$ cat src/rtl/frac_div_pkg.sv
package frac_div_pkg;
  localparam int unsigned INT_W_DEF  = 5;
  localparam int unsigned FRAC_W_DEF = 3;
endpackage

$ cat src/rtl/frac_div_decode.sv
module frac_div_decode #(
  parameter int unsigned INT_W  = frac_div_pkg::INT_W_DEF,
  parameter int unsigned FRAC_W = frac_div_pkg::FRAC_W_DEF,
  localparam int unsigned RATIO_W = INT_W + FRAC_W
) (
  input  logic [RATIO_W-1:0] ratio_i,
  output logic [INT_W-1:0]   int_o,
  output logic [FRAC_W-1:0]  frac_o
);
  logic [INT_W-1:0] int_raw;

  assign int_raw = ratio_i[RATIO_W-1:FRAC_W];
  assign frac_o  = ratio_i[FRAC_W-1:0];

  // zero integer part clamps to divide-by-one
  always_comb begin
    int_o = int_raw;
    if (int_raw == '0) int_o = INT_W'(1);
  end
endmodule

$ cat src/rtl/frac_div_accum.sv
module frac_div_accum #(
  parameter int unsigned FRAC_W = frac_div_pkg::FRAC_W_DEF
) (
  input  logic              clk_i,
  input  logic              rst_ni,
  input  logic              step_i,
  input  logic [FRAC_W-1:0] frac_i,
  output logic              carry_o
);
  logic [FRAC_W-1:0] acc_q;
  logic [FRAC_W:0]   sum;

  assign sum     = {1'b0, acc_q} + {1'b0, frac_i};
  assign carry_o = sum[FRAC_W];

  always_ff @(posedge clk_i or negedge rst_ni) begin
    if (!rst_ni)     acc_q <= '0;
    else if (step_i) acc_q <= sum[FRAC_W-1:0];
  end

  assert_carry_needs_frac_R4: assert property (@(posedge clk_i) disable iff (!rst_ni)
    (frac_i == '0) |-> !carry_o);
endmodule

$ cat src/rtl/frac_div_counter.sv
module frac_div_counter #(
  parameter int unsigned INT_W = frac_div_pkg::INT_W_DEF
) (
  input  logic             clk_i,
  input  logic             rst_ni,
  input  logic [INT_W-1:0] int_i,
  input  logic             carry_i,
  output logic             boundary_o,
  output logic             pulse_o
);
  logic [INT_W-1:0] cnt_q;
  logic [INT_W-1:0] reload;

  assign boundary_o = (cnt_q == '0);
  // period length is int_i + carry_i, so reload with length - 1
  assign reload = int_i - INT_W'(1) + INT_W'(carry_i);

  always_ff @(posedge clk_i or negedge rst_ni) begin
    if (!rst_ni) begin
      cnt_q   <= '0;
      pulse_o <= 1'b0;
    end else begin
      pulse_o <= boundary_o;
      if (boundary_o) cnt_q <= reload;
      else            cnt_q <= cnt_q - INT_W'(1);
    end
  end

  assert_count_down_R7: assert property (@(posedge clk_i) disable iff (!rst_ni)
    (cnt_q != '0) |=> (cnt_q == $past(cnt_q) - INT_W'(1)));

  assert_len_bound_R2: assert property (@(posedge clk_i) disable iff (!rst_ni)
    boundary_o |=> ({1'b0, cnt_q} <= {1'b0, $past(int_i)}));

  assert_pulse_at_wrap_R9: assert property (@(posedge clk_i) disable iff (!rst_ni)
    pulse_o |-> $past(boundary_o));
endmodule

$ cat src/rtl/frac_fb_divider.sv
module frac_fb_divider #(
  parameter int unsigned INT_W  = frac_div_pkg::INT_W_DEF,
  parameter int unsigned FRAC_W = frac_div_pkg::FRAC_W_DEF,
  localparam int unsigned RATIO_W = INT_W + FRAC_W
) (
  input  logic               clk_i,
  input  logic               rst_ni,
  input  logic [RATIO_W-1:0] ratio_i,
  output logic               pulse_o
);
  logic [INT_W-1:0]  int_eff;
  logic [FRAC_W-1:0] frac;
  logic              carry;
  logic              boundary;

  frac_div_decode #(.INT_W(INT_W), .FRAC_W(FRAC_W)) u_decode (
    .ratio_i (ratio_i),
    .int_o   (int_eff),
    .frac_o  (frac)
  );

  frac_div_accum #(.FRAC_W(FRAC_W)) u_accum (
    .clk_i   (clk_i),
    .rst_ni  (rst_ni),
    .step_i  (boundary),
    .frac_i  (frac),
    .carry_o (carry)
  );

  frac_div_counter #(.INT_W(INT_W)) u_counter (
    .clk_i      (clk_i),
    .rst_ni     (rst_ni),
    .int_i      (int_eff),
    .carry_i    (carry),
    .boundary_o (boundary),
    .pulse_o    (pulse_o)
  );

  assert_int_nonzero_R5: assert property (@(posedge clk_i) disable iff (!rst_ni)
    int_eff != '0);

  always_comb begin
    if (!rst_ni) assert_quiet_in_reset_R8: assert (pulse_o == 1'b0);
  end
endmodule

$ cat config.mk
export PLATFORM = sky130hd
export DESIGN_NAME = frac_fb_divider
export DESIGN_NICKNAME = d
export VERILOG_FILES = /design/src/rtl/frac_div_pkg.sv /design/src/rtl/frac_div_decode.sv /design/src/rtl/frac_div_accum.sv /design/src/rtl/frac_div_counter.sv /design/src/rtl/frac_fb_divider.sv
export SDC_FILE = /design/constraint.sdc
export NUM_CORES = 1
export LEC_CHECK = 0
export ABC_CLOCK_PERIOD_IN_PS = 4630
export BUFFER_PORTS_ARGS = -buffer_cell sky130_fd_sc_hd__buf_4
export CORE_AREA = 2 2 39 41
export DETAILED_ROUTE_END_ITERATION = 10
export DIE_AREA = 0 0 41 43
export PLACE_DENSITY = 0.62
export SLEW_MARGIN = 20
export SYNTH_ARGS = -nofsm -noshare
export SYNTH_HDL_FRONTEND = slang
export SYNTH_SLANG_ARGS = --single-unit
$ cat constraint.sdc
create_clock -name clk_i -period 4.63 [get_ports clk_i]
set_input_delay 1.389 -clock clk_i [delete_from_list [all_inputs] [get_ports clk_i]]
set_output_delay 1.389 -clock clk_i [all_outputs]
set_load 0.02 [all_outputs]
==> impl_metrics.toml <==
[clocking]
cts_resized = 0
postCtsSetupBuffers = 0
clk_latency_ns = 0.26
clock-sinks = 9
cts_hold_buffers = 0
htreeDepth = 1
clk_pin_slew_ns = 0.06
cts_buffers = 3
cts_tree = "built"
cts.path.max_buffers = 2
cts_root_buffer = "clkbuf_4"

[die]
io_pins = 11
coreArea_mm2 = 0.00138
fp.dieH_um = 43
initial_utilization_pct = 40.3
die_area_mm2 = 0.00176
die_w_um = 41
fp-row-count = 14

[job]
maxCapViolCount = 0

[layout]
nets = 84
diodes = 0
stdcell_count = 82
drive_gt1_share_pct = 22.7
area_growth_syn_to_layout_pct = 19.7
layout_common_cells = "buf_4, dfrtp_1, inv_1"
final_common_cell = "buf_4"

[global_routing]
grt_pass1_wl_mm = 1.85
grt_overflow_total = 0
grt_use_met1_pct = 18.1
grt_util_met2_pct = 25.0
top_usage_layer = "met2"
grt_usage_pct = 16.8
grt_pass1_vias = 426
antenna_found_initial = 0
grt_max_degree = 10
grt.met3_usage_pct = 8.38

[setup_path]
critPathRequiredTime_ns = 4.76
cp_top_family = "adder cells"
reg2reg_from = "u_accum.acc_q[1]"
path_class = "input pin to flop"
r2r_cells = 8
startpoint_type = "input pin"
critPathMaxFanout = 2
r2r_slack_ns = 2.68
path_cells = "buf_4, ha_1, a21o_1, a21oi_1, ha_1, ha_1, nor3b_1, xnor2_1, o21ai_0"
cp_common_cell = "ha_1"
cp_data_arrival_time_ns = 2.92
path_buf_inv = 1
endpoint_kind = "flop"
cp_slowest_stage_delay_ns = 0.27
crit_path_top_delay_cell = "ha_1"
r2r-end = "u_counter.cnt_q[4]"

[pwr]
p_total_mw = 0.366
irDropWorstVdd_mv = 0.273
power_density_mw_per_mm2 = 547
p_leak_nw = 0.334

[yosys]
ys_seq_area_share_pct = 40.4
synth_area_um2 = 558
avgSynthCellArea_um2 = 10.5
syn-num-nets = 70
yosysUniqueCellTypes = 20
ys_ff_latch = 9
synthCells = 53
yosysWarnings = 0

[sta]
timing.final.ws_setup_ns = 1.84
worstMarginPinSlew_ns = 0.423
relSlewSlack_pct = 71.8
period_share_pct = 60.2
fin_tns_setup_ns = 0
hold_viol = 0
fin_crit_ns = 2.79
fmax_ghz = 0.359
whs_ns = 0.481
final_max_slew_viol_count = 0
setup_viol = 0
rsz0062_at_grt = "false"
skew_ns = 0.00208

[worst_hold_path]
hold_path_class = "flop to flop"
min_from = "u_accum.acc_q[0]"
min_to = "u_accum.acc_q[0]"
min_path_cells = 2

[route]
viasPerCell = 4.91
wl_per_cell_um = 11.8
ant_nets = 0
vias = 403
drtIter0Drc = 1
drc = 0
drt_wl_total_um = 969
firstDrtPassIters = 4

[place]
place_ws_ns = 1.54
io_buffers = 10
hpwlAfterDp_um = 796
gp_congestion = 0.765
dp.cells = 78

[status]
status = "complete, no violations"
-- registers in the layout, indices dropped and copies added (netlist names) --
register	cells
u_accum.acc_q	3
u_counter.cnt_q	5
u_counter.pulse_o	1
-- worst min-delay path, delay by kind of cell (launching register included) --
kind / cells / cell delay, ns
and+or+nand+nor: 2 / 0.11
DFF: 1 / 0.34
-- power by group --
group | internal [mW] | switching (mW) | total, mW | leakage, nW
clock | 0.0332 | 0.0274 | 0.0606 | 0.0150
combinational | 0.0797 | 0.0820 | 0.162 | 0.208
sequential | 0.118 | 0.0252 | 0.143 | 0.110
-- final cells by class --
class / count / area (µm²)
well taps: 16 / 20.0
fillers: 138 / 716
inverters: 8 / 42.5
repair buffers: 10 / 75.1
flip-flops and latches: 9 / 225
multi-input cells: 35 / 279
clock buffers: 4 / 26.3
-- metrics by stage --
stage | instance area, µm² | utilization, %
finish | 668 | 48.3
global route | 668 | 48.3
CTS | 668 | 48.3
detailed placement | 642 | 46.4
global placement | 642 | 46.4
floorplan | 558 | -
-- cells by family (layout without fill, tap and decap cells) --
kind of cell	count (synthesis)	count (layout)	share of synthesized area, %
multiplexers	2	2	3.59
adder cells (fa/ha/maj)	7	7	17.0
AO/OA/AOI/OAI	8	8	8.74
XOR/XNOR	6	6	9.42
buffers and inverters	9	22	9.64
AND/OR/NAND/NOR	12	12	11.2
flip-flops	9	9	40.4
-- worst max-delay path by stage --
stage | startpoint | to | slack [ns] | depth (start not counted)
global placement | ratio_i[1] | u_counter.cnt_q[4] | 1.55 | 9
global route | ratio_i[1] | u_counter.cnt_q[4] | 1.70 | 9
detailed placement | ratio_i[1] | u_counter.cnt_q[4] | 1.54 | 9
finish | ratio_i[1] | u_counter.cnt_q[4] | 1.84 | 9
CTS | ratio_i[1] | u_counter.cnt_q[4] | 1.82 | 9
floorplan | ratio_i[1] | u_counter.cnt_q[4] | 1.79 | 8
-- Yosys cell counts --
| library cell | number | area share, % |
|---|---|---|
| or4b_1 | 1 | 1.8 |
| xnor2_1 | 5 | 7.8 |
| a21oi_2 | 1 | 1.6 |
| nor3b_1 | 2 | 2.7 |
| nor3_1 | 1 | 0.90 |
| nor4_1 | 1 | 1.1 |
| mux2i_1 | 2 | 3.6 |
| ha_1 | 6 | 13 |
| o31ai_1 | 1 | 1.3 |
| o21ai_0 | 3 | 2.7 |
| nand2_1 | 5 | 3.4 |
| buf_6 | 1 | 2.0 |
| xor2_1 | 1 | 1.6 |
| clkinv_8 | 1 | 2.9 |
| a21oi_1 | 2 | 1.8 |
| nor2_1 | 2 | 1.3 |
| inv_1 | 7 | 4.7 |
| a21o_1 | 1 | 1.3 |
| fa_1 | 1 | 3.6 |
| dfrtp_1 | 9 | 40 |
-- routing by layer --
metal	part of all wire, %	wire length [µm]
met2	53	518
met1	37	358
met4	3.2	31
met5	0	0
met3	6.1	59
No activity file was read; power rests on OpenSTA's default activity.
